==> config.mk <==
export PLATFORM = sky130hd
export DESIGN_NAME = rdsc_filter
export DESIGN_NICKNAME = d
export VERILOG_FILES = /design/src/rtl/rdsc_pkg.sv /design/src/rtl/rdsc_delay_line.sv /design/src/rtl/rdsc_rotator.sv /design/src/rtl/rdsc_avg_out.sv /design/src/rtl/rdsc_filter.sv
export SDC_FILE = /design/constraint.sdc
export NUM_CORES = 1
export LEC_CHECK = 0
export BUFFER_PORTS_ARGS = -buffer_cell sky130_fd_sc_hd__buf_2
export CORE_UTILIZATION = 30
export DETAILED_ROUTE_END_ITERATION = 6
export PLACE_DENSITY = 0.51
export SLEW_MARGIN = 20
export SYNTH_ARGS = -nofsm -noshare
export SYNTH_HDL_FRONTEND = slang
export SYNTH_SLANG_ARGS = --single-unit
==> constraint.sdc <==
create_clock -name clk -period 10.85 [get_ports clk]
set_input_delay 1.085 -clock clk [delete_from_list [all_inputs] [get_ports clk]]
set_output_delay 1.085 -clock clk [all_outputs]
set_load 0.03 [all_outputs]
==> src/rtl/rdsc_pkg.sv <==
package rdsc_pkg;

  localparam real PI_R = 3.14159265358979323846;

  function automatic real series_cos(input real x);
    real term;
    real acc;
    term = 1.0;
    acc  = 1.0;
    for (int i = 1; i < 30; i++) begin
      term = -term * x * x / ((2 * i - 1) * (2 * i));
      acc  = acc + term;
    end
    return acc;
  endfunction

  function automatic real series_sin(input real x);
    real term;
    real acc;
    term = x;
    acc  = x;
    for (int i = 1; i < 30; i++) begin
      term = -term * x * x / ((2 * i) * (2 * i + 1));
      acc  = acc + term;
    end
    return acc;
  endfunction

  // value scaled by 2^frac, rounded to nearest, clamped to signed range
  function automatic int to_fixed(input real v, input int frac);
    real scale;
    int  r;
    int  hi;
    int  lo;
    scale = 1.0;
    for (int i = 0; i < frac; i++) scale = scale * 2.0;
    r  = int'(v * scale);
    hi = (1 << frac) - 1;
    lo = -(1 << frac);
    if (r > hi) r = hi;
    if (r < lo) r = lo;
    return r;
  endfunction

  // rotation angle is pi + 2*pi/n
  function automatic int rot_cos_fixed(input int n, input int frac);
    return to_fixed(-series_cos(2.0 * PI_R / n), frac);
  endfunction

  function automatic int rot_sin_fixed(input int n, input int frac);
    return to_fixed(-series_sin(2.0 * PI_R / n), frac);
  endfunction

endpackage

==> src/rtl/rdsc_delay_line.sv <==
module rdsc_delay_line #(
  parameter int WIDTH = 32,
  parameter int DEPTH = 25
) (
  input  logic             clk,
  input  logic             rst,
  input  logic             push,
  input  logic [WIDTH-1:0] wr_data,
  output logic [WIDTH-1:0] old_data,
  output logic             primed
);
  localparam int PTR_W = (DEPTH > 1) ? $clog2(DEPTH) : 1;
  localparam logic [PTR_W-1:0] LAST = PTR_W'(DEPTH - 1);

  logic [WIDTH-1:0] store [DEPTH];
  logic [PTR_W-1:0] slot;

  // the entry about to be overwritten is the one pushed DEPTH pushes ago
  assign old_data = store[slot];

  always_ff @(posedge clk) begin
    if (push) store[slot] <= wr_data;
  end

  always_ff @(posedge clk) begin
    if (rst) begin
      slot   <= '0;
      primed <= 1'b0;
    end else if (push) begin
      if (slot == LAST) begin
        slot   <= '0;
        primed <= 1'b1;
      end else begin
        slot <= slot + 1'b1;
      end
    end
  end
endmodule

==> src/rtl/rdsc_rotator.sv <==
module rdsc_rotator #(
  parameter int DATA_W = 16,
  parameter int COEF_W = 16,
  parameter int COS_K  = 0,
  parameter int SIN_K  = 0,
  localparam int TERM_W = DATA_W + 1,
  localparam int ROT_W  = DATA_W + 2
) (
  input  logic signed [DATA_W-1:0] a_d,
  input  logic signed [DATA_W-1:0] a_q,
  output logic signed [ROT_W-1:0] r_d,
  output logic signed [ROT_W-1:0] r_q
);
  localparam int PROD_W = DATA_W + COEF_W;
  localparam int FRAC   = COEF_W - 1;
  localparam logic signed [COEF_W-1:0] KC = COEF_W'(COS_K);
  localparam logic signed [COEF_W-1:0] KS = COEF_W'(SIN_K);
  localparam logic signed [PROD_W-1:0] HALF = PROD_W'(1) <<< (FRAC - 1);

  logic signed [DATA_W-1:0] src [2];
  logic signed [COEF_W-1:0] coef [2];
  logic signed [TERM_W-1:0] term [2][2];

  assign src[0]  = a_d;
  assign src[1]  = a_q;
  assign coef[0] = KC;
  assign coef[1] = KS;

  // term[i][j] = rnd(src[i] * coef[j])
  for (genvar i = 0; i < 2; i++) begin : g_src
    for (genvar j = 0; j < 2; j++) begin : g_coef
      logic signed [PROD_W-1:0] prod;
      logic signed [PROD_W-1:0] biased;
      logic signed [PROD_W-1:0] shifted;
      always_comb begin
        prod    = PROD_W'(src[i]) * PROD_W'(coef[j]);
        biased  = prod + HALF;
        shifted = biased >>> FRAC;
      end
      assign term[i][j] = shifted[TERM_W-1:0];
    end
  end

  always_comb begin
    r_d = ROT_W'(term[0][0]) - ROT_W'(term[1][1]);
    r_q = ROT_W'(term[1][0]) + ROT_W'(term[0][1]);
  end
endmodule

==> src/rtl/rdsc_avg_out.sv <==
module rdsc_avg_out #(
  parameter int DATA_W = 16,
  localparam int ROT_W = DATA_W + 2,
  localparam int SUM_W = DATA_W + 3,
  localparam int OUT_W = DATA_W + 1
) (
  input  logic                    clk,
  input  logic                    rst,
  input  logic                    fire,
  input  logic                    emit,
  input  logic signed [DATA_W-1:0] cur_d,
  input  logic signed [DATA_W-1:0] cur_q,
  input  logic signed [ROT_W-1:0]  rot_d,
  input  logic signed [ROT_W-1:0]  rot_q,
  input  logic                    out_ready,
  output logic                    out_valid,
  output logic signed [OUT_W-1:0]  out_d,
  output logic signed [OUT_W-1:0]  out_q
);
  logic signed [SUM_W-1:0] sum_d;
  logic signed [SUM_W-1:0] sum_q;

  always_comb begin
    sum_d = SUM_W'(cur_d) + SUM_W'(rot_d);
    sum_q = SUM_W'(cur_q) + SUM_W'(rot_q);
  end

  always_ff @(posedge clk) begin
    if (rst) begin
      out_valid <= 1'b0;
    end else if (fire) begin
      out_valid <= emit;
    end else if (out_ready) begin
      out_valid <= 1'b0;
    end
  end

  // halving: drop bit 0, keep sign (floor)
  always_ff @(posedge clk) begin
    if (fire && emit) begin
      out_d <= sum_d[OUT_W:1];
      out_q <= sum_q[OUT_W:1];
    end
  end
endmodule

==> src/rtl/rdsc_filter.sv <==
module rdsc_filter #(
  parameter int DATA_W         = 16,
  parameter int COEF_W         = 16,
  parameter int PERIOD_SAMPLES = 200,
  parameter int DELAY_N        = 8
) (
  input  logic                    clk,
  input  logic                    rst,
  input  logic                    in_valid,
  output logic                    in_ready,
  input  logic signed [DATA_W-1:0] in_d,
  input  logic signed [DATA_W-1:0] in_q,
  output logic                    out_valid,
  input  logic                    out_ready,
  output logic signed [DATA_W:0]   out_d,
  output logic signed [DATA_W:0]   out_q
);
  localparam int DEPTH  = PERIOD_SAMPLES / DELAY_N;
  localparam int PAIR_W = 2 * DATA_W;
  localparam int ROT_W  = DATA_W + 2;
  localparam int COS_K  = rdsc_pkg::rot_cos_fixed(DELAY_N, COEF_W - 1);
  localparam int SIN_K  = rdsc_pkg::rot_sin_fixed(DELAY_N, COEF_W - 1);

  logic                    fire;
  logic                    primed;
  logic [PAIR_W-1:0]       old_pair;
  logic signed [DATA_W-1:0] old_d;
  logic signed [DATA_W-1:0] old_q;
  logic signed [ROT_W-1:0]  rot_d;
  logic signed [ROT_W-1:0]  rot_q;

  assign in_ready = !out_valid || out_ready;
  assign fire     = in_valid && in_ready;

  rdsc_delay_line #(
    .WIDTH (PAIR_W),
    .DEPTH (DEPTH)
  ) u_dly (
    .clk      (clk),
    .rst      (rst),
    .push     (fire),
    .wr_data  ({in_d, in_q}),
    .old_data (old_pair),
    .primed   (primed)
  );

  assign old_d = old_pair[PAIR_W-1:DATA_W];
  assign old_q = old_pair[DATA_W-1:0];

  rdsc_rotator #(
    .DATA_W (DATA_W),
    .COEF_W (COEF_W),
    .COS_K  (COS_K),
    .SIN_K  (SIN_K)
  ) u_rot (
    .a_d (old_d),
    .a_q (old_q),
    .r_d (rot_d),
    .r_q (rot_q)
  );

  rdsc_avg_out #(
    .DATA_W (DATA_W)
  ) u_avg (
    .clk       (clk),
    .rst       (rst),
    .fire      (fire),
    .emit      (primed),
    .cur_d     (in_d),
    .cur_q     (in_q),
    .rot_d     (rot_d),
    .rot_q     (rot_q),
    .out_ready (out_ready),
    .out_valid (out_valid),
    .out_d     (out_d),
    .out_q     (out_q)
  );
endmodule

After elaboration in Yosys (flattened, before gate mapping)
Memory sizes are Yosys's and may differ from the RTL's. A register that Yosys moved wholly into a read port is not among the register bits.
Cells that the tools add are included.

word-level totals
  register bits = 41
  bits in latches = 0
  memory bits (writable) = 800
  memory bits (read-only) = 0
  input bits = 36
  output and inout port bits = 36
  logic and storage cells = 29
  memories kept = 1

memory list
  name         depth  bits a word  read ports  clocked after Yosys merged registers in  write ports  line                   source
  u_dly.store  25     32           1           1                                        1            rdsc_delay_line.sv:15  logic [WIDTH-1:0] store [DEPTH];

operators by class
  add/subtract/negate cells = 7
  multiply operators = 2
  divide/modulo/power cells = 0
  order comparisons = 0
  equal/unequal tests = 1
  shift operators = 0
  multiplexer cells = 7
  bitwise gates (word level) = 0
  reduce and logical (&&, ||, !) cells = 6

operator list
  operator                                             count
  adder 32 x 16 -> 32 bit, second input constant       2
  multiplier 16 x 15 -> 31 bit, second input constant  2
  adder 16 x 18 -> 18 bit                              2
  adder 17 x 17 -> 18 bit                              1
  subtractor 17 x 17 -> 18 bit                         1
  two-way mux 5 bit                                    3
  adder 5 x 1 -> 5 bit, second input constant          1
  == test 5 bit, second input constant                 1
  two-way mux 1 bit                                    4
  logical AND 1 bit                                    2
  AND reduction 2 bit                                  1
  nonzero test 2 bit                                   1
  zero test 1 bit                                      1
  logical OR 1 bit                                     1

Longest topological paths before layout
Gate-level depths: netlist of the first run.

  depth after elaboration = 5
  depth in mapped cells = 50
  mapped depth without buffers = 44

Hierarchy
A second synthesis of the first run with hierarchy kept.

unflattened totals
  cells, all modules = 3153
  area total of the unflattened synthesis = 46769.9 µm²

by module, submodules not included
  module           instances  cells each  area an instance (µm²)  sequential area each (µm²)
  rdsc_delay_line  1          1426        31004.7                 24243.3
  rdsc_rotator     1          1429        12876.1                 0.0
  rdsc_avg_out     1          296         2866.5                  1041.0
  rdsc_filter      1          2           22.5                    0.0

Least setup slack after synthesis of the first run
Ideal clock, no wire load.

  path kind = register -> register
  start point = register with a tool-made name
  end point = register u_avg.out_q[16] (data pin)
  setup time = 260 ps
  arrival = 10830 ps
  data required time = 10590 ps
  slack = -240 ps
  stages on the path, launching flop included = 51
  buffers on the path = 6
  period minus slack after synthesis = 11090 ps
  cells stage by stage = dfxtp_1 buf_4 buf_4 clkbuf_1 buf_2 buf_2 mux4_2 mux2i_1 o21ai_0 nand2_1 o31a_1 inv_1 fa_1 inv_1 fa_1 inv_1 ha_1 inv_1 [15 not listed] nand3_1 or3_1 xor2_1 and2_1 xnor2_1 inv_1 fa_1 inv_1 ha_1 a21boi_0 o21ai_0 a21boi_0 o21ai_0 a21oi_1 o41ai_1 o2111ai_1 a21oi_1 xnor2_1

RTL lines
  element               line                source
  end signal, assigned  rdsc_avg_out.sv:42  out_q <= sum_q[OUT_W:1];
  end, declared         rdsc_avg_out.sv:18  output logic signed [OUT_W-1:0] out_q

==> impl_metrics.csv, run 1 <==
group,metric,value,unit
clock_tree,insertion_delay,0.71,ns
global_routing,grt_start_max_net_pins,40,
placement,hpwlAfterDp,83.0,mm
job,cap_violations,0,
synthesis,synth-edff-count,834,
detailed_routing,dr_wl_met3,6.52,mm
detailed_routing,drtIter0Drc,1766,
global_routing,antenna_found_initial,11,
floorplan,dieWidth,392,um
placement,gp_congestion,0.820,
synthesis,synth.ff_latch_count,846,
synthesis,yosysTopAreaCell,"edfxtp_1",
timing,period_needed,10.43,ns
critical_path,worstSetupPathType,"register to register",
synthesis,yosysSeqAreaShare,55.4,%
synthesis,synthDistinctLibCells,82,
critical_path,slowest_stage,"mux4_2",
timing,slew_viol_final,0,
detailed_routing,totalWireLength,121,mm
floorplan,start_util,30.4,%
timing,hold_viol_final,0,
timing,tns,0,ns
run_status,status,"finished, final reports clean",
floorplan,die_y,392,um
clock_tree,clk_path_buf_depth,3,
placement,portBuffers,71,
cells_and_area,syn_to_final_growth,17.5,%
synthesis,synth_area_leaders,"edfxtp_1 (55%), fa_1 (11%), mux4_2 (9.9%), ha_1 (7.3%), inv_1 (3.5%)",
synthesis,synth_top_area_share,54.8,%
global_routing,first_global_vias,26059,
critical_path,crit_fanout,10,
synthesis,avgSynthCellArea,15.6,um^2
synthesis,yosys-top-cells-count,"edfxtp_1 (834), inv_1 (424), ha_1 (268)",
critical_path,crit_arrival,10.90,ns
detailed_routing,wl_met2,56.4,mm
detailed_routing,first_pass_iters,5,
detailed_routing,met1_length,54.8,mm
floorplan,io_pins,72,
synthesis,yosys_warnings,0,
clock_tree,htree_num_levels,3,
timing,max_freq,95.8,MHz
timing,setup_viol,0,
critical_path,required,11.31,ns
critical_path,worstSetupEndpointType,"register",
global_routing,grt_usage,15.8,%
floorplan,die-area,154000,um^2
detailed_routing,top_layer_used,"met5",
floorplan,rows,142,
placement,dp_cells,5136,
cells_and_area,nNetsFinal,3793,
cells_and_area,stdcell_count,5338,
clock_tree,clkTransAtPathRegs,0.06,ns
global_routing,grt-ovfl-total,0,
clock_tree,hold_buffers,0,
synthesis,syn_area,45700,um^2
detailed_routing,antenna_left,0,
detailed_routing,vias,24986,
clock_tree,cts-root-buf,"clkbuf_16",
critical_path,slowest_delay,0.57,ns
synthesis,async_reset_ff_share,0,%
timing,slew_headroom,40.4,%
global_routing,grt_pass1_wl,176,mm
synthesis,synthCells,2922,
timing,fin_crit_sh,96.2,%
clock_tree,cts_tree,"built",
clock_tree,cts_buffers,92,
hold_path,hold_path.class,"register to register",
critical_path,start_kind,"register",
floorplan,fp.coreArea,150000,um^2
synthesis,syn_nets,3466,
synthesis,synth_ff_type,"edfxtp_1",
cells_and_area,drive_gt1_share,22.8,%
timing,worst_pin_slew,0.891,ns
timing,skew,0.0395,ns
detailed_routing,vias_per_cell,4.68,
detailed_routing,routedWlPerCell,22.7,um
critical_path,cp_common_cell,"fa_1",
synthesis,synthMostInstantiatedCell,"edfxtp_1",
clock_tree,clock_sinks,846,
detailed_routing,drc_errors,0,
timing,hold_slack,0.447,ns
[layout make-up]
type / count / area [um^2]
Inverter: 424 / 1590
Timing Repair Buffer: 322 / 2600
Antenna cell: 2 / 5.00
Tap cell: 2016 / 2520
Sequential cell: 846 / 25300
Fill cell: 14414 / 96800
Clock inverter: 54 / 523
Multi-Input combinational cell: 1563 / 18800
Clock buffer: 111 / 2370
[worst paths after layout]
| check | from | end | slack (ns) | cells after the start |
|---|---|---|---|---|
| worst max-delay path | register | u_avg.out_q[13] | 0.42 | 39 |
| worst min-delay path | u_dly.primed | u_dly.primed | 0.45 | 2 |
| worst max register to register | register | u_avg.out_q[13] | 0.42 | 39 |
| worst min register to register | u_dly.primed | u_dly.primed | 0.45 | 2 |
[cells by family (layout without fill, tap and decap cells)]
logic type                 count (synthesis)  count (layout)  share of synthesized area (%)
adders and majority gates                508             508                           17.9
xor gates and xnor gates                 129             129                           2.51
other                                      2               4                         0.0164
DFF                                      846             846                           55.4
muxes                                    278             278                           11.6
and+or+nand+nor                          374             374                           4.14
AOI/OAI and AO/OA                        272             272                           4.16
buffers and inverters                    513             911                           4.32
[flip-flops by register name, summed over array words and instances, names as in the netlist, named ones only]
| register | flops |
|---|---|
| u_dly.slot | 5 |
| u_avg.out_d | 17 |
| u_avg.out_q | 17 |
| u_dly.store | 800 |
| u_dly.primed | 1 |
| u_avg.out_valid | 1 |
[metal layers]
metal / vias up / global-route usage [%]
li1: 11364 / -
met4: 10 / 4.47
met2: 541 / 25.7
met5: - / 0
met3: 182 / 2.94
met1: 12889 / 21.7
[cells in the final DEF (no fill, tap or decap), drive strengths merged, types with 6 or more instances in the layout]
| master | netlist | layout |
|---|---|---|
| edfxtp | 834 | 834 |
| inv | 424 | 427 |
| buf | 40 | 320 |
| ha | 268 | 268 |
| fa | 240 | 240 |
| mux4 | 200 | 200 |
| clkbuf | 49 | 113 |
| nand2 | 107 | 107 |
| nor2 | 89 | 89 |
| xnor2 | 88 | 88 |
| o21ai | 63 | 63 |
| mux2i | 55 | 55 |
| a21oi | 53 | 53 |
| xor2 | 41 | 41 |
| clkinv | 0 | 41 |
| and2 | 40 | 40 |
| nor2b | 34 | 34 |
| a211oi | 34 | 34 |
| o31a | 29 | 29 |
| mux2 | 23 | 23 |
| nand3 | 23 | 23 |
| a21o | 18 | 18 |
| nor3 | 18 | 18 |
| nand4 | 13 | 13 |
| dfxtp | 12 | 12 |
| and3 | 11 | 11 |
| o21a | 10 | 10 |
| nand2b | 9 | 9 |
| or3 | 8 | 8 |
| bufinv | 0 | 7 |
| a21boi | 7 | 7 |
| o211ai | 6 | 6 |
| a211o | 6 | 6 |
| or2 | 6 | 6 |
| o41ai | 6 | 6 |
[metrics by stage]
stage	util [%]	instance area (um^2)	setup WS, ns
floorplan	-	45700	0.00328
detailed placement	33.4	50300	0.0735
CTS	35.3	53200	0.0997
global route	35.7	53700	-0.0121
global placement	33.4	50300	0.143
finish	35.7	53700	0.416
[timing repair]
action                                  4_1_cts  5_1_grt
endpoints found under the setup margin        0       15
setup buffers                                 0       33
gates resized for setup                       0       46
[worst max-delay path: cells and delay by family (launching register included)]
kind | cells | cell delay (ns)
and+or+nand+nor | 7 | 1.52
buffers and inverters | 10 | 1.04
AOI/OAI and AO/OA | 8 | 1.55
muxes | 3 | 1.37
adders and majority gates | 9 | 3.85
xor gates and xnor gates | 2 | 0.42
DFF | 1 | 0.45
Power of run 1 is not shown: default switching activity piles up to over one toggle a cycle in this logic, so the estimate is an artifact.
==> inputs of run 2 (changes only) <==
--- a/config.mk
+++ b/config.mk
@@ -8,8 +8,8 @@
 export BUFFER_PORTS_ARGS = -buffer_cell sky130_fd_sc_hd__buf_2
 export CORE_UTILIZATION = 30
 export DETAILED_ROUTE_END_ITERATION = 6
-export PLACE_DENSITY = 0.51
 export SLEW_MARGIN = 20
 export SYNTH_ARGS = -nofsm -noshare
 export SYNTH_HDL_FRONTEND = slang
+export SYNTH_HIERARCHICAL = 1
 export SYNTH_SLANG_ARGS = --single-unit
==> run 2 against run 1 <==
Effect of this change:
- the flow now finishes with violations (DRC)
- setup slack lost 0.093 ns
- critical path type unchanged
- synthesized cell count is 7.9% higher
- sequential share of layout area is 1.4 points lower
- first-iteration DRC count increased by 47%
- cell count up 5.7%
- non-clock buffer count grew 80
- highest routed layer unchanged
==> impl_metrics.csv, run 2 <==
group,metric,value,unit
global_routing,grt_usage,15.7,%
synthesis,muxShareOfSynthArea,9.40,%
floorplan,io_pins,72,
placement,hpwlAfterDp,86.3,mm
placement,place_area,51500,um^2
clock_tree,cts_tree,"built",
timing,period_needed,10.53,ns
detailed_routing,first_pass_iters,7,
detailed_routing,drc_errors,16,
timing,skew,0.0736,ns
floorplan,start_util,30.3,%
detailed_routing,drtIter0Drc,2590,
timing,worst_pin_slew,0.881,ns
cells_and_area,regMostFlops,"u_dly/store",
timing,setup_ws,0.323,ns
timing,slew_headroom,41.3,%
synthesis,yosys-top-cells-count,"edfxtp_1 (834), inv_1 (387), ha_1 (306)",
critical_path,worstSetupPathType,"register to register",
clock_tree,clkTransAtPathRegs,0.06,ns
synthesis,yosysTopAreaCell,"edfxtp_1",
floorplan,rows,144,
detailed_routing,vias,27758,
placement,dp_cells,5434,
synthesis,yosysSeqAreaShare,54.1,%
synthesis,synth_top_area_share,53.5,%
hold_path,whs_path_depth,2,
cells_and_area,top_regs,"u_dly/store x800, u_avg/out_d x17, u_avg/out_q x17",
placement,gp_congestion,0.877,
cells_and_area,drive_gt1_share,23.9,%
cells_and_area,syn_to_final_growth,18.3,%
placement,portBuffers,71,
synthesis,avgSynthCellArea,14.8,um^2
synthesis,synthCells,3153,
synthesis,synthAdderAreaFrac,17.3,%
cells_and_area,layout_commonest_cell,"edfxtp_1",
synthesis,synth_top_family_by_area,"adder cells",
critical_path,slowest_delay,0.57,ns
floorplan,die_y,397,um
timing,fin_crit_sh,97.0,%
cells_and_area,final_cell_area,55300,um^2
timing,hold_viol_final,0,
clock_tree,htree_num_levels,3,
hold_path,hp-start,"u_dly/primed",
synthesis,yosys_warnings,6,
timing,max_freq,95.0,MHz
detailed_routing,vias_per_cell,4.92,
global_routing,grt_start_max_net_pins,49,
hold_path,hold_path.class,"register to register",
cells_and_area,utilization,35.8,%
critical_path,start_kind,"register",
detailed_routing,antenna_left,0,
run_status,status,"complete, but fails checks",
critical_path,required,11.22,ns
detailed_routing,totalWireLength,127,mm
cells_and_area,largest_reg_flops,800,
hold_path,hold-path-endpoint,"u_dly/primed",
synthesis,async_reset_ff_share,0,%
global_routing,first_global_vias,27965,
run_status,violations,"DRC",
clock_tree,clk_path_buf_depth,3,
clock_tree,cts-root-buf,"clkbuf_16",
timing,slew_viol_final,0,
critical_path,worstSetupEndpointType,"register",
critical_path,slowest_stage,"mux4_1",
synthesis,syn_nets,3707,
synthesis,synth_ff_type,"edfxtp_1",
clock_tree,cts_buffers,83,
cells_and_area,stdcell_count,5643,
clock_tree,insertion_delay,0.70,ns
critical_path,reg2reg_slack,0.32,ns
critical_path,reg2reg_depth,42,
timing,setup_viol,0,
job,cap_violations,0,
synthesis,synth_area_leaders,"edfxtp_1 (54%), fa_1 (9.1%), ha_1 (8.2%), mux4_2 (7.1%), inv_1 (3.1%)",
cells_and_area,nNetsFinal,4084,
detailed_routing,routedWlPerCell,22.5,um
synthesis,synthMostInstantiatedCell,"edfxtp_1",
synthesis,synth-compound-area-share,6.69,%
placement,place_ws,-0.165,ns
critical_path,crit_fanout,6,
critical_path,crit_arrival,10.90,ns
synthesis,synth-edff-count,834,
critical_path,reg2reg_to,"u_avg/out_q[15]",
global_routing,grt_pass1_wl,182,mm
global_routing,grt-ovfl-total,0,
synthesis,synthDistinctLibCells,100,
floorplan,die-area,157000,um^2
floorplan,fp.coreArea,154000,um^2
floorplan,dieWidth,397,um
clock_tree,hold_buffers,0,
synthesis,yosys.area_share.simple,4.71,%
synthesis,synth.ff_latch_count,846,
synthesis,syn_area,46800,um^2
global_routing,antenna_found_initial,19,
clock_tree,clock_sinks,846,
synthesis,synth_xor_area_share,3.18,%
cells_and_area,most-common-layout-cells,"edfxtp_1 (834), inv_1 (374), ha_1 (296)",
run 2: changes by cell type in the layout (fill, tap and decap cells not counted), moves of 28 or more:
cell / delta
fa_1: -34
mux4_2: -53
mux2i_1: +30
buf_4: +71
and2_1: -28
o22ai_1: +45
inv_1: -45
o21ai_0: +28
a21oi_1: +39
ha_1: +31
run 2: worst max-delay path by stage:
stage	slack, ns	startpoint	endpoint
after floorplan	-0.47	register	u_avg/out_q[16]
after global placement	-0.12	register	u_avg/out_d[14]
after detailed placement	-0.17	register	u_avg/out_q[16]
after CTS	0.02	register	u_avg/out_q[16]
after global routing	-0.04	register	u_avg/out_d[15]
final	0.32	register	u_avg/out_q[15]
run 2: final cells by class:
type                    instances  area, um^2
clock inverters                41         503
well taps                    2044        2560
flip-flops and latches        846       25300
diodes                          7        17.5
multi-input cells            1808       20000
fillers                     14543       99100
clock buffers                 106        2180
repair buffers                402        3270
inverters                     389        1490
run 2: metrics by stage:
| stage | hold WS (ns) | TNS, ns |
|---|---|---|
| final | 0.465 | 0 |
| after global routing | 0.497 | -0.164 |
| after CTS | 0.468 | 0 |
| after detailed placement | 0.453 | -0.918 |
| after global placement | 0.445 | -0.635 |
| after floorplan | 0.432 | -2.51 |
run 2: timing repair:
item                                    4_1_cts  5_1_grt
endpoints found under the setup margin        9       18
setup buffers                                 8       41
pin swaps                                     2       40
endpoints found under the hold margin         0        0
cloned                                        0        6
gates resized for setup                       5      127
run 2: per-layer routing:
layer | share of wire [%] | GRT usage (%) | wire length, um
met1 | 44 | 21.6 | 55800
met2 | 46 | 25.0 | 58200
met3 | 7.6 | 3.25 | 9630
met4 | 2.4 | 3.93 | 3100
met5 | 0.068 | 0 | 86
run 2: kinds of logic after synthesis:
logic type | after synthesis
buffers and inverters | 499
DFF | 846
muxes | 239
adders and majority gates | 518
and+or+nand+nor | 413
xor gates and xnor gates | 167
AOI/OAI and AO/OA | 471
run 2: worst max-delay path, delay by kind of cell, from the launching register on:
kind,cells,cell delay (ns)
DFF,1,0.46
AOI/OAI and AO/OA,13,1.95
buffers and inverters,8,0.86
muxes,1,0.57
adders and majority gates,9,3.69
and+or+nand+nor,7,2.06
xor gates and xnor gates,4,0.61
Power of run 2 is left out for the same reason.
